===== src/rtl/wib_pkg.sv =====
package wib_pkg;

    typedef enum logic [1:0] {
        COL_FREE = 2'd0,
        COL_WAIT = 2'd1,
        COL_DONE = 2'd2
    } col_state_e;

    function automatic int unsigned idx_bits(input int unsigned n);
        return (n < 2) ? 1 : $clog2(n);
    endfunction

endpackage


===== src/rtl/wib_ptrs.sv =====
module wib_ptrs
    import wib_pkg::*;
#(
    parameter int DEPTH = 16,
    localparam int AW = idx_bits(DEPTH)
) (
    input  logic             clk,
    input  logic             rst,
    input  logic             alloc_req,
    input  logic             retire_req,
    input  logic             squash_req,
    input  logic [AW-1:0]    squash_row,
    output logic [AW-1:0]    head,
    output logic [AW-1:0]    tail,
    output logic             full,
    output logic             alloc_fire,
    output logic             retire_fire,
    output logic [DEPTH-1:0] occ,
    output logic [DEPTH-1:0] kill
);
    logic [AW-1:0] head_q, tail_q;
    logic [AW:0]   count_q;
    logic [AW:0]   keep;
    logic [AW-1:0] off;

    assign head        = head_q;
    assign tail        = tail_q;
    assign full        = (count_q == (AW+1)'(DEPTH));
    assign alloc_fire  = alloc_req && !full && !squash_req;
    assign retire_fire = retire_req && (count_q != '0) && !squash_req;
    assign keep        = {1'b0, squash_row - head_q};

    always_comb begin
        occ  = '0;
        kill = '0;
        off  = '0;
        for (int r = 0; r < DEPTH; r++) begin
            off     = AW'(r) - head_q;
            occ[r]  = ({1'b0, off} < count_q);
            kill[r] = squash_req && occ[r] && ({1'b0, off} >= keep);
        end
    end

    always_ff @(posedge clk) begin
        if (rst) begin
            head_q  <= '0;
            tail_q  <= '0;
            count_q <= '0;
        end else if (squash_req) begin
            tail_q  <= squash_row;
            count_q <= keep;
        end else begin
            if (alloc_fire)  tail_q <= tail_q + 1'b1;
            if (retire_fire) head_q <= head_q + 1'b1;
            count_q <= count_q + (AW+1)'(alloc_fire) - (AW+1)'(retire_fire);
        end
    end

    AST_COUNT_BOUND: assert property (@(posedge clk) disable iff (rst)
        count_q <= (AW+1)'(DEPTH));
    AST_FULL_HOLDS_TAIL: assert property (@(posedge clk) disable iff (rst)
        full && alloc_req && !squash_req |=> tail_q == $past(tail_q));
    AST_EMPTY_RETIRE_NOP: assert property (@(posedge clk) disable iff (rst)
        (count_q == '0) && retire_req && !squash_req |=> head_q == $past(head_q));

endmodule


===== src/rtl/wib_colmat.sv =====
module wib_colmat
    import wib_pkg::*;
#(
    parameter int DEPTH = 16,
    parameter int NMISS = 8,
    localparam int AW = idx_bits(DEPTH),
    localparam int MW = idx_bits(NMISS)
) (
    input  logic             clk,
    input  logic             rst,
    input  logic             open_v,
    input  logic [MW-1:0]    open_col,
    input  logic             done_v,
    input  logic [MW-1:0]    done_col,
    input  logic             ins_v,
    input  logic [AW-1:0]    ins_row,
    input  logic [MW-1:0]    ins_col,
    input  logic [DEPTH-1:0] clr_rows,
    output logic [DEPTH-1:0] ready_vec,
    output logic [NMISS-1:0] col_busy
);
    logic [NMISS-1:0][DEPTH-1:0] done_bits;

    for (genvar c = 0; c < NMISS; c++) begin : g_col
        logic [DEPTH-1:0] bits_q;
        logic [DEPTH-1:0] set_row;
        col_state_e       st_q;

        assign set_row = (ins_v && ins_col == MW'(c))
                       ? ({{(DEPTH-1){1'b0}}, 1'b1} << ins_row) : '0;
        assign done_bits[c] = (st_q == COL_DONE) ? bits_q : '0;
        assign col_busy[c]  = (st_q != COL_FREE);

        always_ff @(posedge clk) begin
            if (rst) begin
                bits_q <= '0;
                st_q   <= COL_FREE;
            end else begin
                bits_q <= (bits_q & ~clr_rows) | set_row;
                case (st_q)
                    COL_FREE: if (open_v && open_col == MW'(c)) st_q <= COL_WAIT;
                    COL_WAIT: if (done_v && done_col == MW'(c)) st_q <= COL_DONE;
                    COL_DONE: if (bits_q == '0) st_q <= COL_FREE;
                    default:  st_q <= COL_FREE;
                endcase
            end
        end

        AST_FREE_COL_EMPTY: assert property (@(posedge clk) disable iff (rst)
            st_q == COL_FREE |-> bits_q == '0);
    end

    always_comb begin
        ready_vec = '0;
        for (int c = 0; c < NMISS; c++) ready_vec |= done_bits[c];
    end

endmodule


===== src/rtl/wib_age_pick.sv =====
module wib_age_pick
    import wib_pkg::*;
#(
    parameter int DEPTH = 16,
    localparam int AW = idx_bits(DEPTH)
) (
    input  logic [DEPTH-1:0] elig,
    input  logic [AW-1:0]    head,
    output logic [DEPTH-1:0] pick
);
    logic          found;
    logic [AW-1:0] idx;

    always_comb begin
        pick  = '0;
        found = 1'b0;
        idx   = '0;
        for (int k = 0; k < DEPTH; k++) begin
            idx = head + AW'(k);
            if (!found && elig[idx]) begin
                pick[idx] = 1'b1;
                found     = 1'b1;
            end
        end
    end

endmodule


===== src/rtl/wib_bank.sv =====
module wib_bank
    import wib_pkg::*;
#(
    parameter int PW    = 32,
    parameter int DEPTH = 16,
    parameter int NMISS = 8,
    localparam int AW = idx_bits(DEPTH),
    localparam int MW = idx_bits(NMISS)
) (
    input  logic             clk,
    input  logic             rst,
    input  logic             alloc_valid,
    input  logic [PW-1:0]    alloc_payload,
    output logic [AW-1:0]    alloc_idx,
    output logic             full,
    input  logic             retire_valid,
    input  logic             ins_valid,
    input  logic [AW-1:0]    ins_row,
    input  logic [MW-1:0]    ins_miss,
    input  logic             miss_open,
    input  logic [MW-1:0]    miss_open_col,
    input  logic             miss_done,
    input  logic [MW-1:0]    miss_done_col,
    input  logic             squash_valid,
    input  logic [AW-1:0]    squash_row,
    input  logic             rd_en,
    input  logic             rd_ready,
    output logic             rd_valid,
    output logic [PW-1:0]    rd_payload,
    output logic [DEPTH-1:0] rd_onehot,
    output logic [NMISS-1:0] col_busy
);
    logic [AW-1:0]    head, tail;
    logic             alloc_fire, retire_fire;
    logic [DEPTH-1:0] occ, kill, ready_vec, elig, pick, grant, clr_rows;
    logic [DEPTH-1:0] sel_q;
    logic             busy_q;
    logic [PW-1:0]    payload_q [DEPTH];
    logic [PW-1:0]    rd_data;
    logic             rd_valid_q;
    logic [PW-1:0]    rd_payload_q;
    logic [DEPTH-1:0] rd_onehot_q;

    wib_ptrs #(.DEPTH(DEPTH)) u_ptrs (
        .clk(clk), .rst(rst),
        .alloc_req(alloc_valid), .retire_req(retire_valid),
        .squash_req(squash_valid), .squash_row(squash_row),
        .head(head), .tail(tail), .full(full),
        .alloc_fire(alloc_fire), .retire_fire(retire_fire),
        .occ(occ), .kill(kill)
    );

    wib_colmat #(.DEPTH(DEPTH), .NMISS(NMISS)) u_mat (
        .clk(clk), .rst(rst),
        .open_v(miss_open), .open_col(miss_open_col),
        .done_v(miss_done), .done_col(miss_done_col),
        .ins_v(ins_valid), .ins_row(ins_row), .ins_col(ins_miss),
        .clr_rows(clr_rows), .ready_vec(ready_vec), .col_busy(col_busy)
    );

    assign elig = ready_vec & occ;

    wib_age_pick #(.DEPTH(DEPTH)) u_pick (
        .elig(elig), .head(head), .pick(pick)
    );

    assign grant = sel_q & occ & {DEPTH{busy_q && rd_ready && !squash_valid}};

    assign clr_rows = (alloc_fire  ? ({{(DEPTH-1){1'b0}}, 1'b1} << tail) : '0)
                    | (retire_fire ? ({{(DEPTH-1){1'b0}}, 1'b1} << head) : '0)
                    | kill | grant;

    always_comb begin
        rd_data = '0;
        for (int r = 0; r < DEPTH; r++) rd_data |= payload_q[r] & {PW{grant[r]}};
    end

    always_ff @(posedge clk) begin
        if (alloc_fire) payload_q[tail] <= alloc_payload;
    end

    always_ff @(posedge clk) begin
        if (rst) begin
            busy_q       <= 1'b0;
            sel_q        <= '0;
            rd_valid_q   <= 1'b0;
            rd_payload_q <= '0;
            rd_onehot_q  <= '0;
        end else begin
            if (!busy_q && rd_en) begin
                sel_q  <= pick;
                busy_q <= 1'b1;
            end else begin
                busy_q <= 1'b0;
            end
            rd_valid_q   <= |grant;
            rd_payload_q <= rd_data;
            rd_onehot_q  <= grant;
        end
    end

    assign alloc_idx  = tail;
    assign rd_valid   = rd_valid_q;
    assign rd_payload = rd_payload_q;
    assign rd_onehot  = rd_onehot_q;

    AST_RD_ONEHOT: assert property (@(posedge clk) disable iff (rst)
        rd_valid |-> $countones(rd_onehot) == 1);
    AST_READ_LATENCY: assert property (@(posedge clk) disable iff (rst)
        rd_valid |-> $past(rd_en, 2));
    AST_ROW_WAS_READY: assert property (@(posedge clk) disable iff (rst)
        rd_valid |-> ($past(ready_vec) & rd_onehot) != '0);
    AST_REFUSE_NO_OUT: assert property (@(posedge clk) disable iff (rst)
        rd_valid |-> $past(rd_ready));
    AST_SQUASH_DROPS_READ: assert property (@(posedge clk) disable iff (rst)
        rd_valid |-> !$past(squash_valid));

endmodule


===== config.mk =====
export PLATFORM = sky130hd
export DESIGN_NAME = wib_bank
export DESIGN_NICKNAME = d
export VERILOG_FILES = /design/src/rtl/wib_pkg.sv /design/src/rtl/wib_ptrs.sv /design/src/rtl/wib_colmat.sv /design/src/rtl/wib_age_pick.sv /design/src/rtl/wib_bank.sv
export SDC_FILE = /design/constraint.sdc
export NUM_CORES = 1
export LEC_CHECK = 0
export ABC_AREA = 1
export BUFFER_PORTS_ARGS = -buffer_cell sky130_fd_sc_hd__buf_2
export CAP_MARGIN = 20
export CORE_ASPECT_RATIO = 1.25
export CORE_MARGIN = 1
export CORE_UTILIZATION = 49
export CTS_CLUSTER_SIZE = 16
export DETAILED_ROUTE_END_ITERATION = 10
export PLACE_DENSITY_LB_ADDON = 0.05
export SLEW_MARGIN = 20
export SYNTH_ARGS = -nofsm -noshare
export SYNTH_HDL_FRONTEND = slang
export SYNTH_SLANG_ARGS = --single-unit

===== constraint.sdc =====
create_clock -name clk -period 5.75 [get_ports clk]
set_input_delay 0.2875 -clock clk [delete_from_list [all_inputs] [get_ports clk]]
set_output_delay 0.2875 -clock clk [all_outputs]
set_load 0.1 [all_outputs]

==> After elaboration in Yosys (flattened, before gate mapping) <==
Memory sizes are Yosys's and may differ from the RTL's.
Cells that the tools add are included.
{ "totals": {"reg_bits": 223, "mem_bits_rw": 512, "in_bits": 59, "wordCells": 570, "n_memories": 1} }
{ "op_classes": {"n_addsub": 35, "n_lt_le_gt_ge": 64, "eq_ne": 62, "shift": 3, "mux": 151, "bitwise_logic": 77, "n_reduce_logical": 152} }
{ "memory_table": {"columns": ["name", "depth", "word_bits", "rd", "rd_clocked_by_memory_dff", "write_ports", "line", "source"], "rows": [
  ["payload_q", 16, 32, 16, 0, 1, "wib_bank.sv:38", "logic [PW-1:0] payload_q [DEPTH];"]
]} }
{ "op_table": {"columns": ["cell", "n"], "rows": [
  ["16-bit 2-to-1 mux", 34],
  ["16-bit OR", 33],
  ["32-bit AND", 16],
  ["32-bit OR", 15],
  ["16-bit AND", 11],
  ["16-bit zero test", 8],
  ["1-bit logical AND", 94],
  ["4-bit by 5-bit less-than comparator with 1-bit output", 16],
  ["4-bit by 5-bit less-than comparator with 1-bit output, second input constant", 16],
  ["1-bit binary-select mux with 4-bit select", 16],
  ["1-bit demux with 4-bit select", 16],
  ["4-bit by 1-bit greater-or-equal comparator with 1-bit output, second input constant", 16],
  ["4-bit greater-or-equal comparator", 16],
  ["1-bit 2-to-1 mux", 50],
  ["2-bit 2-to-1 mux", 24],
  ["2-bit case mux with 3 select lines", 8],
  ["1-bit by 4-bit left shift with 16-bit output, first input constant", 3],
  ["3-bit equality test, second input constant", 12],
  ["4-bit adder, second input constant", 8],
  ["2-bit by 1-bit inequality test with 1-bit output, second input constant", 16],
  ["4-bit subtractor, first input constant", 8],
  ["3-bit AND reduction", 8],
  ["3-bit by 2-bit equality test with 1-bit output, second input constant", 6],
  ["1-bit zero test", 18],
  ["24 further kinds", 76]
]} }

==> Depth between registers and ports, before layout <==
Gate-level depths: netlist of the first run.
{ "logic_depth": {"word_depth": 58, "depth_mapped": 36} }

==> Modules after synthesis <==
A second synthesis of the first run with hierarchy kept.
{ "unflattened": {"hier_cells": 4380, "hier_area_um2": 36627.6} }
{ "modules_own_cells": {"columns": ["module", "n_inst", "cells_per_inst", "area_per_inst_um2", "seq_area_each_um2"], "rows": [
  ["wib_bank", 1, 1949, 22602.9, 16696.0],
  ["wib_colmat", 1, 1046, 6772.7, 2882.8],
  ["wib_age_pick", 1, 909, 4297.9, 0.0],
  ["wib_ptrs", 1, 476, 2954.1, 260.2]
]} }

==> Worst setup path after synthesis of the first run <==
No wires, ideal clock.
{ "synth_timing": {"path_type": "register -> register", "start": "reg u_ptrs.head_q[1] (netlist: u_ptrs.head[1])", "end": "reg sel_q[3]", "arrival_ns": 4.250, "t_required_ns": 5.694, "slack_ns": 1.444, "stages_incl_launch_ff": 30, "period_less_slack_ns": 4.306, "path_cell_list": "dfxtp_1 > buf_2 > inv_2 > ha_1 > clkbuf_1 > clkinv_1 > ha_1 > nand2_1 > inv_1 > nand3_1 > nand3_1 > inv_1 > nand3_1 > nand3_1 > nand3_2 > nand3_4 > nand2_4 > buf_6 > nand4_2 > nor2_2 > nand4_2 > nor2_4 > nand4_2 > nor2_2 > buf_6 > buf_4 > nand3_1 > nand4_1 > nand2_1 > inv_1"} }
{ "synth_between": {"elab_chain_cells": 51, "elab_cells_between_ends": 236} }
{ "synth_lines": {"columns": ["element", "line", "source"], "rows": [
  ["start, declared", "wib_ptrs.sv:21", "logic [AW-1:0] head_q, tail_q;"],
  ["start signal, assigned", "wib_ptrs.sv:54", "if (retire_fire) head_q <= head_q + 1'b1;"],
  ["1-bit by 4-bit subtractor with 4-bit output, or another cell as far along", "wib_ptrs.sv:38", "off = AW'(r) - head_q;"],
  ["4-bit by 5-bit less-than comparator with 1-bit output", "wib_ptrs.sv:39", "occ[r] = ({1'b0, off} < count_q);"],
  ["16-bit AND", "wib_bank.sv:61", "assign elig = ready_vec & occ;"],
  ["1-bit binary-select mux with 4-bit select", "wib_age_pick.sv:20", "if (!found && elig[idx]) begin"],
  ["1-bit 2-to-1 mux (not written as such)", "wib_age_pick.sv:20", null],
  ["1-bit 2-to-1 mux", "wib_age_pick.sv:20", null],
  ["1-bit zero test", "wib_age_pick.sv:20", null],
  ["1-bit logical AND", "wib_age_pick.sv:20", null],
  ["(+35 left out)", null, null],
  ["1-bit logical AND", "wib_age_pick.sv:20", null],
  ["1-bit 2-to-1 mux", "wib_age_pick.sv:20", null],
  ["1-bit zero test", "wib_age_pick.sv:20", null],
  ["1-bit logical AND", "wib_age_pick.sv:20", null],
  ["1-bit 2-to-1 mux", "wib_age_pick.sv:20", null],
  ["1-bit zero test", "wib_age_pick.sv:20", null],
  ["1-bit logical AND", "wib_age_pick.sv:20", null],
  ["16-bit 2-to-1 mux (*)", "wib_age_pick.sv:20", null],
  ["end signal, assigned", "wib_bank.sv:91", "sel_q <= pick;"],
  ["end, declared", "wib_bank.sv:36", "logic [DEPTH-1:0] sel_q;"]
]} }
Every way passes the cells marked *; elsewhere a longest branch is shown, timed or not. The select of a mux whose other input is x is not followed.
A chain may end at the register's enable or synchronous reset.

==> Worst setup path after layout of the first run <==
{ "layout_timing": {"start": "reg u_ptrs.head_q[1] (netlist: u_ptrs.head[1])", "end": "reg sel_q[2]"} }
The elaborated chain is that of the path after synthesis.

==> impl_metrics.env, run 1 <==
export IMPL_regToRegSetupSlack_ns=0.31
export IMPL_io_pins=121
export IMPL_clkTransAtPathRegs_ns=0.06
export IMPL_fin_skew_ns=0.03137
export IMPL_synth_area_leaders="edfxtp_1 45%, dfxtp_1 13%, nand2_1 9.7%, nand3_1 4.8%, nor2_1 4.7%"
export IMPL_hold_depth=1
export IMPL_yosysTopAreaCell="edfxtp_1"
export IMPL_fin_area_um2=39480
export IMPL_initial_core_util_pct=49.59
export IMPL_drive_above_1_share_pct=11.70
export IMPL_ys_ff_latch=735
export IMPL_io_buffers=120
export IMPL_layout_cells_non_filler=4834
export IMPL_cp_start_kind="flop"
export IMPL_hold_end="payload_q[14][18]"
export IMPL_clock_sinks=735
export IMPL_rows=108
export IMPL_layout_min_cycle_time_ns=5.442
export IMPL_post_place_cells=4672
export IMPL_fin_crit_sh_pct=94.65
export IMPL_p_leak_uw=0.01477
export IMPL_end_kind="flop"
export IMPL_finalMaxSlewViolations=0
export IMPL_syn_to_final_growth_pct=14.40
export IMPL_clkLatencyLatePin_ns=0.66
export IMPL_syn_nets=3834
export IMPL_r2r_end="sel_q[2]"
export IMPL_grt_pass1_vias=28592
export IMPL_max_freq_ghz=0.1838
export IMPL_wirelength_um=124600
export IMPL_outcome="complete, no violations"
export IMPL_crit_type="reg -> reg"
export IMPL_clk_path_buf_depth=3
export IMPL_drc=0
export IMPL_grt_overflow_total=0
export IMPL_num_vias=29475
export IMPL_worst_pin_slew_ns=1.131
export IMPL_synthCells=3680
export IMPL_num_nets_final=3993
export IMPL_p_per_area_nw_per_um2=358.9
export IMPL_dieArea_um2=71510
export IMPL_cts_tree="done"
export IMPL_avgViaCountPerCell=6.097
export IMPL_ant_nets=0
export IMPL_critical_path_max_fanout=20
export IMPL_arrival_ns=5.97
export IMPL_detailed_place_hpwl_um=81660
export IMPL_placed_area_um2=36640
export IMPL_yosysSeqAreaShare_pct=57.48
export IMPL_fillers=6137
export IMPL_n_antenna_cell=0
export IMPL_coreArea_um2=69590
export IMPL_finalSetupViolCount=0
export IMPL_cts_made_buffers=74
export IMPL_finalSetupTns_ns=0
export IMPL_cts_root_buffer_cell="clkbuf_16"
export IMPL_synth_warnings=0
export IMPL_fp_dieW_um=239.4
export IMPL_worstHoldStart="alloc_payload[18]"
export IMPL_dr_pass1_iters=9
export IMPL_ys_types=50
export IMPL_r2r_start="u_ptrs.head[1]"
export IMPL_syn_area_um2=34510
export IMPL_syn_area_per_cell_um2=9.379
export IMPL_cap_violations=0
export IMPL_r2r_cells=27
export IMPL_die_h_um=298.7
export IMPL_worstHoldPathType="in -> reg"
export IMPL_place_gp_congestion=1.071
export IMPL_max_slew_margin_pct=24.50
export IMPL_grt_pass1_wl_um=183400
export IMPL_grt_use_total_pct=34.83
export IMPL_grt_max_degree=140
export IMPL_cp_data_required_time_ns=6.28
export IMPL_synth_top_area_share_pct=44.55
export IMPL_power_uw=14170
export IMPL_vdd_drop_max_mv=0.3112
export IMPL_avgRoutedWirePerCell_um=25.77
export IMPL_drt_iter0_drc=3346
export IMPL_rsz0062_at_grt="false"
export IMPL_finalHoldViolCount=0
export IMPL_h_tree_depth=3
export IMPL_whs_ns=0.02084
export IMPL_antenna_found_initial=0
how the worst max path moves through the flow:
stage,start,endpoint,slack (ns),cells past startpoint
floorplan,u_ptrs.head[1],sel_q[3],1.44,29
global placement,u_ptrs.head[1],sel_q[14],0.03,29
detailed placement,u_ptrs.head[1],sel_q[14],-0.008,29
CTS,u_ptrs.head[1],sel_q[14],0.15,29
global route,u_ptrs.head[1],sel_q[1],0.008,29
finish,u_ptrs.head[1],sel_q[2],0.31,27
cell usage after synthesis, drive strengths merged:
library cell,n
a221oi,91
ha,92
a211oi,3
nor3,18
a31oi,16
or2,5
o21bai,14
nand2,896
nand4,154
o211ai,1
xnor2,2
o211a,1
inv,279
and3,3
o21a,5
clkinv,4
o41ai,1
fa,3
a41oi,25
nor2,453
edfxtp,512
a311oi,9
a21oi,204
dfxtp,223
xor2,10
o21ai,28
nor4,51
nand3,346
a21o,3
a22o,48
o22ai,9
a2111oi,2
o31ai,2
buf,46
clkbuf,121
cells by family after synthesis:
| group | Yosys count | synth area share (%) |
|---|---|---|
| simple gates | 1926 | 24.59 |
| flops | 735 | 57.48 |
| fa+ha+maj | 95 | 3.509 |
| compound gates | 462 | 8.951 |
| xor+xnor | 12 | 0.3045 |
| buf+inv | 450 | 5.166 |
final cells by class:
class                      count  area [µm²]  share of cell area (%)
sequential                   735       19840                   50.25
multi-input combinational   2495       13160                   33.32
clock buffer                  96        2077                   5.260
timing repair buffer         250        1675                   4.243
tap                          935        1170                   2.963
inverter                     283        1065                   2.697
clock inverter                40       500.5                   1.268
state kept, by name (all words and copies together) (netlist names):
signal and count:
u_ptrs.tail 4, payload_q 512, sel_q 16, u_ptrs.count_q 5
rd_payload 32, u_ptrs.head 4, rd_valid 1, rd_onehot 16
u_mat.g_col.st_q 16, u_mat.g_col.bits_q 128, busy_q 1
what timing repair did:
action / in CTS / in global routing
hold endpoints to repair: 291 / 0
pin swaps: 0 / 1
setup buffers: 0 / 2
endpoints found under the setup margin: 3 / 16
gates resized for setup: 1 / 3
hold buffers: 24 / 0
routing by layer:
metal,part of all wire [%],wire length (µm),global-route usage (%),up-vias
met5,0,0,0,-
met4,6.2,7705,20.70,0
met3,8.3,10350,6.106,395
met2,47,58050,55.74,1649
met1,39,48480,44.25,14221
li1,-,-,-,13210
where the power goes:
part	internal [µW]	switching, µW
sequential	5740	67.3
combinational	779	2500
clock	2950	2140
total	9470	4700
critical path: stages (launching register included):
cell     delay [ns]
dfxtp_1        0.34
buf_4          0.28
ha_2           0.44
ha_1           0.37
inv_1          0.35
ha_1           0.33
nand2_1        0.06
nand2_1        0.07
nand2_1        0.06
nand2_1        0.09
nor2_2         0.37
nand3_1        0.16
nand3_1        0.16
nand3_2        0.12
nand3_4        0.22
nand2_4        0.23
nand4_2        0.13
nor2_2         0.05
nand4_2        0.09
nor2_4         0.05
nand2_1        0.58
nor2_1         0.12
nor2_1         0.16
nand3_1        0.14
nor2_1         0.12
nand4_1        0.09
nand2_1        0.07
inv_1          0.04
metrics by stage:
stage	util [%]	setup slack, ns
after floorplan	-	1.444
after global placement	52.60	0.03262
after detailed placement	52.64	-0.008279
after CTS	56.70	0.1488
after global routing	56.74	0.007955
final	56.74	0.3079
layout by cell type (no fill, tap or decap), drive strengths merged, types with 5 or more instances in the layout:
cell,count
nand2,896
edfxtp,512
nor2,453
nand3,346
inv,284
buf,226
dfxtp,223
a21oi,204
nand4,154
clkbuf,96
ha,92
a221oi,91
nor4,51
a22o,48
o21ai,28
clkinv,28
a41oi,25
dlygate4sd3,24
nor3,18
a31oi,16
o21bai,14
xor2,10
o22ai,9
a311oi,9
bufinv,8
or2,5
o21a,5
No activity file was read; power rests on OpenSTA's default activity.
==> run 2: changes to the inputs <==
- PLACE_DENSITY: default -> 0.65
- PLACE_DENSITY_LB_ADDON: 0.05 -> default
==> run 2 against run 1 <==
Net effect: clock-buffer cell count down 2; critical path type unchanged; wire length decreased by 7.8%; worst hold slack gained 0.0053 ns; sequential share of layout area grew 0.062 points; via count fell by 2.3%.
==> impl_metrics.env, run 2 (synthesis gave the netlist of run 1 again) <==
export IMPL_rsz0062_at_grt="false"
export IMPL_r2r_cells=31
export IMPL_die_h_um=298.7
export IMPL_drt_iter0_drc=3535
export IMPL_whs_ns=0.02617
export IMPL_largest_register="payload_q"
export IMPL_max_freq_ghz=0.1860
export IMPL_cp_data_required_time_ns=6.28
export IMPL_rows=108
export IMPL_cp_start_kind="flop"
export IMPL_finalHoldViolCount=0
export IMPL_finalSetupTns_ns=0
export IMPL_critPathLaunch="u_ptrs.head[1]"
export IMPL_n_antenna_cell=0
export IMPL_place_gp_congestion=1.047
export IMPL_dieArea_um2=71510
export IMPL_cts_tree="done"
export IMPL_end_kind="flop"
export IMPL_grt_max_degree=100
export IMPL_critical_path_max_fanout=19
export IMPL_max_slew_margin_pct=20.35
export IMPL_slowest_stage="dfxtp_1"
export IMPL_worst_pin_slew_ns=1.185
export IMPL_clkTransAtPathRegs_ns=0.06
export IMPL_placed_area_um2=36620
export IMPL_antenna_found_initial=3
export IMPL_avgViaCountPerCell=5.961
export IMPL_r2r_end="sel_q[4]"
export IMPL_arrival_ns=5.90
export IMPL_cap_violations=0
export IMPL_grt_pass1_vias=26839
export IMPL_slowest_delay_ns=0.70
export IMPL_grt_pass1_wl_um=170000
export IMPL_fp_dieW_um=239.4
export IMPL_num_nets_final=3986
export IMPL_clk_path_buf_depth=3
export IMPL_dr_pass1_iters=9
export IMPL_hold_end="payload_q[3][7]"
export IMPL_grt_overflow_total=0
export IMPL_mostFrequentLayoutCells="890 x nand2_1, 512 x edfxtp_1, 414 x nor2_1"
export IMPL_initial_core_util_pct=49.59
export IMPL_worstHoldPathType="in -> reg"
export IMPL_fin_crit_sh_pct=93.48
export IMPL_hold_depth=1
export IMPL_fillers=6164
export IMPL_wirelength_um=114900
export IMPL_io_pins=121
export IMPL_cts_made_buffers=75
export IMPL_finalMaxSlewViolations=0
export IMPL_syn_to_final_growth_pct=14.26
export IMPL_io_buffers=120
export IMPL_vdd_drop_max_mv=0.3134
export IMPL_clkLatencyLatePin_ns=0.65
export IMPL_clock_sinks=735
export IMPL_r2r_start="u_ptrs.head[1]"
export IMPL_largest_reg_flops=512
export IMPL_h_tree_depth=3
export IMPL_final_core_util_pct=56.66
export IMPL_path_common_cell="nor2_1"
export IMPL_drc=0
export IMPL_finalSetupViolCount=0
export IMPL_detailed_place_hpwl_um=74250
export IMPL_drive_above_1_share_pct=11.56
export IMPL_num_vias=28787
export IMPL_outcome="complete, no violations"
export IMPL_regToRegSetupSlack_ns=0.37
export IMPL_grt_use_total_pct=31.95
export IMPL_post_cts_buffers=0
export IMPL_coreArea_um2=69590
export IMPL_fin_skew_ns=0.02854
export IMPL_p_per_area_nw_per_um2=356.2
export IMPL_ant_nets=0
export IMPL_p_leak_uw=0.01471
export IMPL_layout_min_cycle_time_ns=5.375
export IMPL_final_common_cell="nand2_1"
export IMPL_fin_area_um2=39430
export IMPL_avgRoutedWirePerCell_um=23.79
export IMPL_crit_type="reg -> reg"
export IMPL_worstHoldStart="alloc_payload[7]"
export IMPL_cts_root_buffer_cell="clkbuf_16"
-- run 2: cell count changes in the layout (fill, tap and decap cells not counted), sizes merged --
cell         before  now
clkbuf           96   94
buf             226  224
dlygate4sd3      24   18
bufinv            8   10
clkinvlp          3    6
-- run 2: worst max-delay path, delay by kind of cell, from the launching register on --
| kind | cells | cell delay (ns) |
|---|---|---|
| DFF | 1 | 0.70 |
| and+or+nand+nor | 23 | 2.75 |
| adders and majority gates | 3 | 0.81 |
| buffers and inverters | 5 | 1.01 |
-- run 2: metal layers --
metal  part of all wire (%)  track usage, %  vias up  wire, µm
met2                     46           51.17     1629     53270
met4                    4.9           14.87        6      5601
li1                       -               -    13206         -
met3                    9.5           5.311      304     10880
met1                     39           42.41    13642     45080
met5                  0.035               0        -        40
-- run 2: final cells by class --
type | count | area, µm² | share of cell area [%]
clock buffers | 94 | 1998 | 5.067
multi-input cells | 2495 | 13130 | 33.30
flip-flops and latches | 735 | 19840 | 50.31
well taps | 935 | 1170 | 2.967
clock inverters | 45 | 626.9 | 1.590
inverters | 283 | 1065 | 2.700
repair buffers | 242 | 1605 | 4.071
-- run 2: timing repair --
action / CTS / global route
hold buffers: 18 / 0
endpoints found under the hold margin: 108 / 0
resized for setup: 0 / 0
-- run 2: where the power goes --
part	switching, µW	internal (µW)	leakage, µW
Clock	2180	2970	0.00125
Combinational	2330	762	0.00704
Sequential	66.1	5740	0.00642
-- run 2: worst max-delay path by stage --
| stage | to | slack [ns] | depth (start not counted) |
|---|---|---|---|
| detailed placement | sel_q[3] | 0.54 | 30 |
| global route | sel_q[1] | 0.009 | 30 |
| CTS | sel_q[3] | 0.54 | 30 |
| floorplan | sel_q[3] | 1.44 | 29 |
| finish | sel_q[4] | 0.37 | 31 |
| global placement | sel_q[13] | 0.58 | 30 |
-- run 2: through the flow --
step                      power, µW  cells  setup slack (ns)
after floorplan                7864   3680             1.444
after global placement         8921   4672            0.5826
after detailed placement       8901   4672            0.5423
after CTS                     14010   4829            0.5378
after global routing          14540   4829          0.009457
final                         14050   4829            0.3747
